**src/rtl/wrr_pkg.sv**
```systemverilog
package wrr_pkg;
  localparam int RND_N       = 8;
  localparam int RND_W       = 3;
  localparam int PRIO_W      = 4;
  localparam int PRIO_STATIC = 9;

  typedef logic [RND_N-1:0] rmask_t;

  // spread the enabled rounds evenly over the 8-round cycle
  function automatic rmask_t prio_to_mask(input logic [PRIO_W-1:0] code);
    case (code)
      4'd0:    return 8'h00;
      4'd1:    return 8'h01;
      4'd2:    return 8'h11;
      4'd3:    return 8'h49;
      4'd4:    return 8'h55;
      4'd5:    return 8'h57;
      4'd6:    return 8'h77;
      4'd7:    return 8'h7F;
      default: return 8'hFF;
    endcase
  endfunction
endpackage

```
**src/rtl/wrr_cfg_bank.sv**
```systemverilog
module wrr_cfg_bank
  import wrr_pkg::*;
#(
  parameter int NQ = 8,
  localparam int QW = (NQ > 1) ? $clog2(NQ) : 1
) (
  input  logic              clk,
  input  logic              rst,
  input  logic              wr_stb,
  input  logic [QW-1:0]     wr_q,
  input  logic [PRIO_W-1:0] wr_code,
  input  logic              wr_on,
  input  logic              wr_last,
  input  logic              commit,
  output logic              bad_code,
  output rmask_t [NQ-1:0]   act_mask,
  output logic [NQ-1:0]     act_static,
  output logic [NQ-1:0]     act_live
);
  // shadow settings, written at any time
  logic [NQ-1:0][PRIO_W-1:0] sh_code;
  logic [NQ-1:0]             sh_on;
  logic [NQ-1:0]             sh_last;

  always_ff @(posedge clk) begin
    if (rst) begin
      for (int i = 0; i < NQ; i++) begin
        sh_code[i] <= PRIO_W'(8);
        sh_on[i]   <= 1'b1;
        sh_last[i] <= 1'b0;
      end
      bad_code <= 1'b0;
    end else begin
      bad_code <= wr_stb && (wr_code > PRIO_W'(PRIO_STATIC));
      if (wr_stb) begin
        sh_code[wr_q] <= wr_code;
        sh_on[wr_q]   <= wr_on;
        sh_last[wr_q] <= wr_last;
      end
    end
  end

  // derived view of the shadow settings
  rmask_t [NQ-1:0] nx_mask;
  logic [NQ-1:0]   nx_static;
  logic [NQ-1:0]   nx_live;
  logic [NQ-1:0]   in_port;
  logic [NQ-1:0]   stat_run;

  always_comb begin
    in_port  = '0;
    stat_run = '0;
    for (int i = 0; i < NQ; i++) begin
      if (i == 0) begin
        in_port[i]  = 1'b1;
        stat_run[i] = (sh_code[i] == PRIO_W'(PRIO_STATIC));
      end else begin
        in_port[i]  = in_port[i-1] & ~sh_last[i-1];
        stat_run[i] = stat_run[i-1] & (sh_code[i] == PRIO_W'(PRIO_STATIC));
      end
    end
  end

  generate
    for (genvar g = 0; g < NQ; g++) begin : g_derive
      assign nx_mask[g]   = prio_to_mask(sh_code[g]);
      assign nx_static[g] = stat_run[g] & in_port[g];
      assign nx_live[g]   = sh_on[g] & in_port[g];
    end
  endgenerate

  // active settings, loaded only at a round boundary
  always_ff @(posedge clk) begin
    if (rst) begin
      for (int i = 0; i < NQ; i++) act_mask[i] <= 8'hFF;
      act_static <= '0;
      act_live   <= '1;
    end else if (commit) begin
      act_mask   <= nx_mask;
      act_static <= nx_static;
      act_live   <= nx_live;
    end
  end
endmodule

```
**src/rtl/wrr_low_pick.sv**
```systemverilog
module wrr_low_pick #(
  parameter int NQ = 8,
  localparam int QW = (NQ > 1) ? $clog2(NQ) : 1
) (
  input  logic [NQ-1:0] vec,
  output logic          found,
  output logic [QW-1:0] idx
);
  always_comb begin
    found = |vec;
    idx   = '0;
    for (int i = NQ - 1; i >= 0; i--) begin
      if (vec[i]) idx = QW'(i);
    end
  end
endmodule

```
**src/rtl/wrr_rr_pick.sv**
```systemverilog
module wrr_rr_pick #(
  parameter int NQ = 8,
  localparam int QW = (NQ > 1) ? $clog2(NQ) : 1
) (
  input  logic [NQ-1:0] vec,
  input  logic [QW-1:0] last,
  output logic          found,
  output logic [QW-1:0] idx
);
  logic [QW-1:0] probe;

  always_comb begin
    found = 1'b0;
    idx   = '0;
    probe = '0;
    for (int k = 1; k <= NQ; k++) begin
      probe = QW'((int'(last) + k) % NQ);
      if (!found && vec[probe]) begin
        found = 1'b1;
        idx   = probe;
      end
    end
  end
endmodule

```
**src/rtl/wrr_qsched.sv**
```systemverilog
module wrr_qsched
  import wrr_pkg::*;
#(
  parameter int NQ = 8,
  localparam int QW = (NQ > 1) ? $clog2(NQ) : 1
) (
  input  logic              clk,
  input  logic              rst,
  input  logic [NQ-1:0]     req,
  input  logic              cfg_we,
  input  logic [QW-1:0]     cfg_qid,
  input  logic [PRIO_W-1:0] cfg_prio,
  input  logic              cfg_en,
  input  logic              cfg_tail,
  output logic              cfg_err,
  input  logic              gnt_accept,
  output logic [NQ-1:0]     gnt,
  output logic              gnt_valid,
  output logic [QW-1:0]     gnt_qid,
  output logic [RND_W-1:0]  cur_round
);
  rmask_t [NQ-1:0] act_mask;
  logic [NQ-1:0]   act_static;
  logic [NQ-1:0]   act_live;
  logic            commit;

  wrr_cfg_bank #(.NQ(NQ)) u_cfg (
    .clk        (clk),
    .rst        (rst),
    .wr_stb     (cfg_we),
    .wr_q       (cfg_qid),
    .wr_code    (cfg_prio),
    .wr_on      (cfg_en),
    .wr_last    (cfg_tail),
    .commit     (commit),
    .bad_code   (cfg_err),
    .act_mask   (act_mask),
    .act_static (act_static),
    .act_live   (act_live)
  );

  logic [RND_W-1:0] round_q;
  logic [NQ-1:0]    served_q;
  logic [QW-1:0]    last_q;
  logic [NQ-1:0]    gnt_q;
  logic             gv_q;
  logic [QW-1:0]    qid_q;

  logic [NQ-1:0] round_bit;
  generate
    for (genvar g = 0; g < NQ; g++) begin : g_rbit
      assign round_bit[g] = act_mask[g][round_q];
    end
  endgenerate

  logic [NQ-1:0] st_req, wt_req;
  assign st_req = req & act_static & act_live;
  assign wt_req = req & act_live & ~act_static & round_bit & ~served_q;

  logic          st_found, wt_found;
  logic [QW-1:0] st_idx, wt_idx;

  wrr_low_pick #(.NQ(NQ)) u_static (
    .vec   (st_req),
    .found (st_found),
    .idx   (st_idx)
  );

  wrr_rr_pick #(.NQ(NQ)) u_weighted (
    .vec   (wt_req),
    .last  (last_q),
    .found (wt_found),
    .idx   (wt_idx)
  );

  logic decide;
  assign decide = ~gv_q;
  assign commit = decide & ~st_found & ~wt_found;

  always_ff @(posedge clk) begin
    if (rst) begin
      round_q  <= '0;
      served_q <= '0;
      last_q   <= QW'(NQ - 1);
      gnt_q    <= '0;
      gv_q     <= 1'b0;
      qid_q    <= '0;
    end else if (gv_q) begin
      if (gnt_accept) begin
        gv_q  <= 1'b0;
        gnt_q <= '0;
      end
    end else if (st_found) begin
      gv_q  <= 1'b1;
      qid_q <= st_idx;
      gnt_q <= NQ'(1) << st_idx;
    end else if (wt_found) begin
      gv_q             <= 1'b1;
      qid_q            <= wt_idx;
      gnt_q            <= NQ'(1) << wt_idx;
      last_q           <= wt_idx;
      served_q[wt_idx] <= 1'b1;
    end else begin
      round_q  <= round_q + 1'b1;
      served_q <= '0;
    end
  end

  assign gnt       = gnt_q;
  assign gnt_valid = gv_q;
  assign gnt_qid   = qid_q;
  assign cur_round = round_q;
endmodule

```
**config.mk**
```make
export PLATFORM = sky130hd
export DESIGN_NAME = wrr_qsched
export DESIGN_NICKNAME = d
export VERILOG_FILES = /design/src/rtl/wrr_pkg.sv /design/src/rtl/wrr_cfg_bank.sv /design/src/rtl/wrr_low_pick.sv /design/src/rtl/wrr_rr_pick.sv /design/src/rtl/wrr_qsched.sv
export SDC_FILE = /design/constraint.sdc
export NUM_CORES = 1
export LEC_CHECK = 0
export BUFFER_PORTS_ARGS = -buffer_cell sky130_fd_sc_hd__buf_4
export CAP_MARGIN = 20
export CORE_MARGIN = 2
export CORE_UTILIZATION = 55
export CTS_CLUSTER_DIAMETER = 120
export DETAILED_ROUTE_END_ITERATION = 12
export PLACE_DENSITY_LB_ADDON = 0.12
export SLEW_MARGIN = 30
export SYNTH_ARGS = -nofsm -noshare
export SYNTH_HDL_FRONTEND = slang
export SYNTH_SLANG_ARGS = --single-unit
```
**constraint.sdc**
```tcl
create_clock -name clk -period 3.7 [get_ports clk]
set_input_delay 0.555 -clock clk [delete_from_list [all_inputs] [get_ports clk]]
set_output_delay 0.555 -clock clk [all_outputs]
set_load 0.05 [all_outputs]
```
Yosys cells after proc, flatten, opt, wreduce, memory -nomap -nowiden:

Memories as Yosys holds them, arrays and structs flattened. A register that Yosys moved wholly into a read port is not among the register bits.
Cells that the tools add are included.

* register bits: 155
* ROM bits: 448
* input bits: 21
* output and inout port bits: 16
* word-level logic and storage cells: 242
* memories: 8

Memory list
* (no name shown): depth 8, bits a word 7, rd ports 1, clocked after Yosys merged registers in 1, write ports 0, line wrr_pkg.sv:11 `case (code)`
* (no name shown): depth 8, bits a word 7, rd ports 1, clocked after Yosys merged registers in 1, write ports 0, line wrr_pkg.sv:11
* (no name shown): depth 8, bits a word 7, rd ports 1, clocked after Yosys merged registers in 1, write ports 0, line wrr_pkg.sv:11
* (no name shown): depth 8, bits a word 7, rd ports 1, clocked after Yosys merged registers in 1, write ports 0, line wrr_pkg.sv:11
* (no name shown): depth 8, bits a word 7, rd ports 1, clocked after Yosys merged registers in 1, write ports 0, line wrr_pkg.sv:11
* (no name shown): depth 8, bits a word 7, rd ports 1, clocked after Yosys merged registers in 1, write ports 0, line wrr_pkg.sv:11
* 2 more memories

* add/sub/neg operators: 9
* order comparisons: 14
* equal/unequal tests: 9
* shifts and indexed selects: 2
* multiplexer cells: 100
* bitwise operators: 48
* reductions and logical operators: 25

Operator list (count)
* $mux W8: 13
* $mux W3: 34
* $and A8 B8 Y8: 6
* $bmux W1 S3: 16
* $lt A3 B4 Y1 const B: 11
* $bwmux W32: 1
* $eq A4 B4 Y1 const B: 8
* $mux W1: 30
* $and A1 B1 Y1: 29
* $bwmux W8: 2
* $not A8 Y8: 2
* $shl A1 B3 Y8 const A: 2
* $add A3 B3 Y3 const B: 4
* $demux W4 S3: 1
* $logic_and A1 B1 Y1: 10
* $not A1 Y1: 10
* $add A3 B1 Y3 const B: 3
* $or A8 B8 Y8: 1
* $reduce_or A8 Y1: 1
* $logic_not A1 Y1: 7
* $add A3 B2 Y3 const B: 2
* $demux W1 S3: 2
* $ge A3 B1 Y1 const B: 2
* $reduce_and A2 Y1: 3
* 6 further kinds: 7

Depth between registers and ports, before layout:

* depth in word-level cells: 34
* mapped depth: 17
* mapped depth without buffers: 11

Modules after synthesis:

Synthesis repeated with hierarchy kept, for this count alone.

* cell total of the unflattened synthesis: 912
* area, all modules: 8762.2 um^2

By module, submodules not included
* wrr_cfg_bank: times used 1, cells each 642, area each 6217.2 um^2, seq. area each 3683.5 um^2
* wrr_qsched: times used 1, cells each 164, area each 1677.9 um^2, seq. area each 520.5 um^2
* wrr_rr_pick: times used 1, cells each 93, area each 785.8 um^2, seq. area each 0.0 um^2
* wrr_low_pick: times used 1, cells each 13, area each 81.3 um^2, seq. area each 0.0 um^2

Worst setup path before layout:

No wires, ideal clock.

* path type: reg-to-reg
* from: register last_q[1]
* to: register u_cfg.act_static[3]
* setup time: 71 ps
* data arrival time: 3860 ps
* required time: 3629 ps
* path slack: -230 ps
* cell stages (with the launch flop): 15
* buffers on the path: 5
* period minus slack after synthesis: 3930 ps
* cell sequence: dfxtp_1 > clkbuf_1 > clkinv_1 > ha_1 > inv_2 > clkbuf_1 > mux2i_1 > mux4_2 > nor4b_1 > and3_1 > clkbuf_1 > buf_2 > buf_2 > nand2_1 > a21oi_1

* cells in the longest elaborated chain, start to end: 27
* elaborated cells between the ends (all ways): 48
* those cells by class: add/sub (8); mux (24); bitwise (2); reduce/logical (14)

RTL lines
* from (decl): line wrr_qsched.sv:44 `logic [QW-1:0] last_q;`
* from (signal assigned): line wrr_qsched.sv:84 `last_q <= QW'(NQ - 1);`
* from (signal assigned): line wrr_qsched.sv:101 `last_q <= wt_idx;`
* $add A3 B1 Y3: line wrr_rr_pick.sv:17 `probe = QW'((int'(last) + k) % NQ);`
* $bmux W1 S3: line wrr_rr_pick.sv:18 `if (!found && vec[probe]) begin`
* $mux W1 (implied by the code): line wrr_rr_pick.sv:18
* $mux W1: line wrr_rr_pick.sv:18
* $logic_not A1 Y1: line wrr_rr_pick.sv:18
* $logic_and A1 B1 Y1: line wrr_rr_pick.sv:18
* $mux W1: line wrr_rr_pick.sv:18
* $logic_not A1 Y1: line wrr_rr_pick.sv:18
* [11 not listed]
* $logic_not A1 Y1: line wrr_rr_pick.sv:18
* $logic_and A1 B1 Y1: line wrr_rr_pick.sv:18
* $mux W1: line wrr_rr_pick.sv:18
* $logic_not A1 Y1: line wrr_rr_pick.sv:18
* $logic_and A1 B1 Y1: line wrr_rr_pick.sv:18
* $mux W1 (*): line wrr_rr_pick.sv:18
* $not A1 Y1 (no line) (*)
* $and A1 B1 Y1 (*): line wrr_qsched.sv:78 `assign commit = decide & ~st_found & ~wt_found;`
* to (signal assigned): line wrr_cfg_bank.sv:80 `act_static <= nx_static;`
* to (decl): line wrr_cfg_bank.sv:17 `output logic [NQ-1:0] act_static,`

Every way passes the cells marked *; elsewhere a longest branch is shown, timed or not. The select of a mux whose other input is x is not followed.
A chain may end at the register's enable or synchronous reset.

Worst setup path after layout:

* from: register round_q[1] (netlist: cur_round[1])
* to: register gnt_q[4] (netlist: gnt[4])

* cells in the longest elaborated chain, start to end: 32
* elaborated cells between the ends (all ways): 70
* those cells by class: shift (1); mux (51); bitwise (2); reduce/logical (16)

RTL lines
* from (decl): line wrr_qsched.sv:42 `logic [RND_W-1:0] round_q;`
* from (signal assigned): line wrr_qsched.sv:104 `round_q <= round_q + 1'b1;`
* $bmux W1 S3: line wrr_qsched.sv:52 `assign round_bit[g] = act_mask[g][round_q];`
* $mux W1 (implied by the code): line wrr_qsched.sv:52
* $and A8 B8 Y8 (*) (2 in series): line wrr_qsched.sv:58 `assign wt_req = req & act_live & ~act_static & round_bit & ~served_q;`
* $bmux W1 S3: line wrr_rr_pick.sv:18
* $mux W1 (implied by the code): line wrr_rr_pick.sv:18
* $mux W1: line wrr_rr_pick.sv:18
* $logic_not A1 Y1: line wrr_rr_pick.sv:18
* $logic_and A1 B1 Y1: line wrr_rr_pick.sv:18
* [15 not listed]
* $mux W1: line wrr_rr_pick.sv:18
* $logic_not A1 Y1: line wrr_rr_pick.sv:18
* $logic_and A1 B1 Y1: line wrr_rr_pick.sv:18
* $mux W3: line wrr_rr_pick.sv:18
* $shl A1 B3 Y8: line wrr_qsched.sv:100 `gnt_q <= NQ'(1) << wt_idx;`
* $mux W8: line wrr_qsched.sv:97 `end else if (wt_found) begin`
* $mux W8: line wrr_qsched.sv:93 `end else if (st_found) begin`
* $mux W8: line wrr_qsched.sv:88 `end else if (gv_q) begin`
* to (signal assigned): line wrr_qsched.sv:96 `gnt_q <= NQ'(1) << st_idx;`
* to (signal assigned): line wrr_qsched.sv:100
* to (decl): line wrr_qsched.sv:45 `logic [NQ-1:0] gnt_q;`

Marks and branches as above.

==> reports/metrics.yaml <==
yosys:
  synth_nets: 1051
  synth_edf_count: 0
  synth_ff_type: "dfxtp_1"
  synth_async_sr_flop_share_pct: 0
  synth_cells: 1027
  yosysUniqueCellTypes: 73
  syn_area_um2: 9350
  yosys_warnings: 0
  syn_area_per_cell_um2: 9.10
  ys_seq_area_share_pct: 45.0
  ys_ff_latch: 210
global_route:
  grt_start_max_net_pins: 89
  antenna_found_initial: 0
  track_usage_pct: 27.0
  grt_pass1_wl_um: 39000
  grt_pass1_vias: 7255
  grt_overflow: 0
floorplan:
  die_h_um: 134
  std_cell_rows: 47
  die_w_um: 134
  ios: 37
  coreArea_um2: 16600
  die-area_um2: 18100
  start_util_pct: 56.4
worst_hold_path:
  whs_path_depth: 3
  hp-start: "cfg_we"
  hp-class: "input pin to register"
  hold_end: "u_cfg.bad_code"
worst_setup_path:
  reg2reg_depth: 12
  worstSetupPathType: "register to register"
  cp.required_ps: 4130
  rr_endpoint: "gnt[4]"
  arrival_ps: 4020
  rrSetupSlack_ps: 110
  endpoint_kind: "register"
  r2r-start: "cur_round[1]"
  start_kind: "register"
  cp_max_fo: 9
finish:
  drive_above_1_share_pct: 17.3
  final_common_cell: "dfxtp_1"
  diodes: 0
  area_growth_pct: 16.8
  final_cell_mix: "207 x dfxtp_1, 117 x nor2_1, 98 x nand2_1"
  final_nets: 1091
timing:
  relSlewSlack_pct: 41.1
  setup_tns_ps: 0
  slew_violations: 0
  tightest_slew_ps: 884
  finalHoldViolations: 0
  max_freq_mhz: 279
  min_period_ps: 3590
  period_share_pct: 97.0
  setup-violations-final: 0
  finClkSkew_ps: 7.88
cts:
  htreeDepth: 1
  cts_sinks: 210
  cts_root_buf: "clkbuf_16"
  cts_buffers: 23
  cts_buffer_depth: 3
  cts_tree: "done"
  clock_latency_ps: 520
  cts.clk_slew.worst_paths_ps: 60
place:
  dp_hpwl_um: 16600
  port_buffers: 36
  place_congestion: 0.900
detailed_routing:
  wl_per_cell_um: 18.4
  vias_per_cell: 5.91
  dr_wl_met2_um: 10600
  drt_iter0_markers: 602
  antenna_left: 0
  drt-total-wl_um: 24000
  vias: 7704
  met3_length_um: 1300
  drt_first_pass_iters: 5
  met1_length_um: 11400
  drc: 0
  top_layer: "met4"
power:
  leakage_nw: 4.44
  p_total_w: 0.00801
  ir_drop_mv: 0.655
  power_density_nw_per_um2: 733
job:
  cap_violations: 0
status:
  status: "finished clean"
[final cells by class]
cell class	count	area, um^2
fillers	1400	5660
multi-input cells	736	4940
flip-flops and latches	210	4210
clock buffers	32	669
repair buffers	84	659
well taps	220	275
clock inverters	10	129
inverters	12	45.0
[routing by layer]
metal / vias to the layer above / track usage [%]
li1: 3779 / -
met1: 3648 / 40.1
met2: 230 / 41.0
met3: 47 / 4.12
met4: 0 / 7.43
met5: - / 0
[critical path, stage by stage (launching register included)]
cell	delay, ps
dfxtp_2	350
nor2b_1	130
buf_4	180
a2111oi_4	410
nand3_2	210
mux2_2	320
mux4_2	470
buf_4	180
and3_1	170
o41ai_4	370
o32ai_4	210
a21o_1	250
o31ai_1	220
[through the flow]
stage          worst slack, ps  hold slack, ps  area, um^2  cells  util [%]
2_1_floorplan             8.92             429        9370   1027         -
3_3_place_gp             -14.2             448        9920   1253      59.8
3_5_place_dp             -20.7             447        9920   1253      59.8
4_1_cts                   36.3             277       10700   1295      64.8
5_1_grt                  -36.7             309       10900   1304      65.9
6_report                   111             292       10900   1304      65.9
[worst max path at each step]
stage                     slack, ps                   to    startpoint  cells after the start
after floorplan                   9  u_cfg.act_static[3]     last_q[0]                     17
after global placement          -10           gnt_qid[0]        req[0]                     12
after detailed placement        -20               gnt[1]        req[0]                     11
after CTS                        40               gnt[2]  cur_round[0]                     12
after global routing            -40               gnt[4]  cur_round[1]                     12
final                           110               gnt[4]  cur_round[1]                     12
[kinds of logic (layout without fill, tap and decap cells)]
logic type / Yosys count / count (layout) / share of synthesized area, %
flip-flops: 210 / 210 / 45.0
AO/OA/AOI/OAI: 215 / 215 / 17.7
adder cells (fa/ha/maj): 3 / 3 / 0.401
AND/OR/NAND/NOR: 433 / 434 / 22.7
buffers and inverters: 82 / 138 / 3.99
multiplexers: 77 / 77 / 9.58
XOR/XNOR: 7 / 7 / 0.656
[power breakdown]
part           leakage [nW]  internal (W)  total [W]  switching, W
sequential             1.70       0.00240    0.00252      0.000126
clock                 0.393       0.00142    0.00237      0.000954
combinational          2.34       0.00129    0.00311       0.00182
total                  4.44       0.00511    0.00801       0.00290
[synthesized netlist by cell type, types with 4 or more instances]
library cell  count  share of area, %
or2_2            11              0.74
xnor2_1           4              0.37
and3_1           13              0.87
nand2_1          98               3.9
nor3_1           82               4.4
nand3_1          18              0.96
mux4_2            9               2.2
a2111oi_2         6              0.96
a22oi_1           9              0.72
inv_1             9              0.36
buf_2            17              0.91
mux2i_1          61               6.5
o31ai_1          12              0.96
nand3b_1         17               1.4
a211oi_1          7              0.56
a21oi_1          21               1.1
nand4_1          18               1.2
o2111ai_1         6              0.56
dfxtp_1         210                45
nand2b_1          8              0.54
or3_1             5              0.33
buf_1             8              0.32
o21bai_1         56               4.5
and2_1            7              0.47
o21a_1            9              0.72
a211o_1          22               2.1
nor2b_1          16               1.1
clkbuf_1         40               1.6
a31oi_1           6              0.40
o21ai_0          16              0.86
or4_1             4              0.32
nor2_1          117               4.7
a21o_1           10              0.80
o211ai_1          6              0.48
mux2_2            6              0.72
o21ai_1           9              0.48
[repair_timing]
item                                    4_1_cts  5_1_grt
endpoints found under the setup margin        9       28
setup buffers                                 0        8
gates resized for setup                       3       20
pin swaps                                     0       13
hold buffers                                  0        0
gates cloned                                  0        1
(Power assumes the default switching activity.)
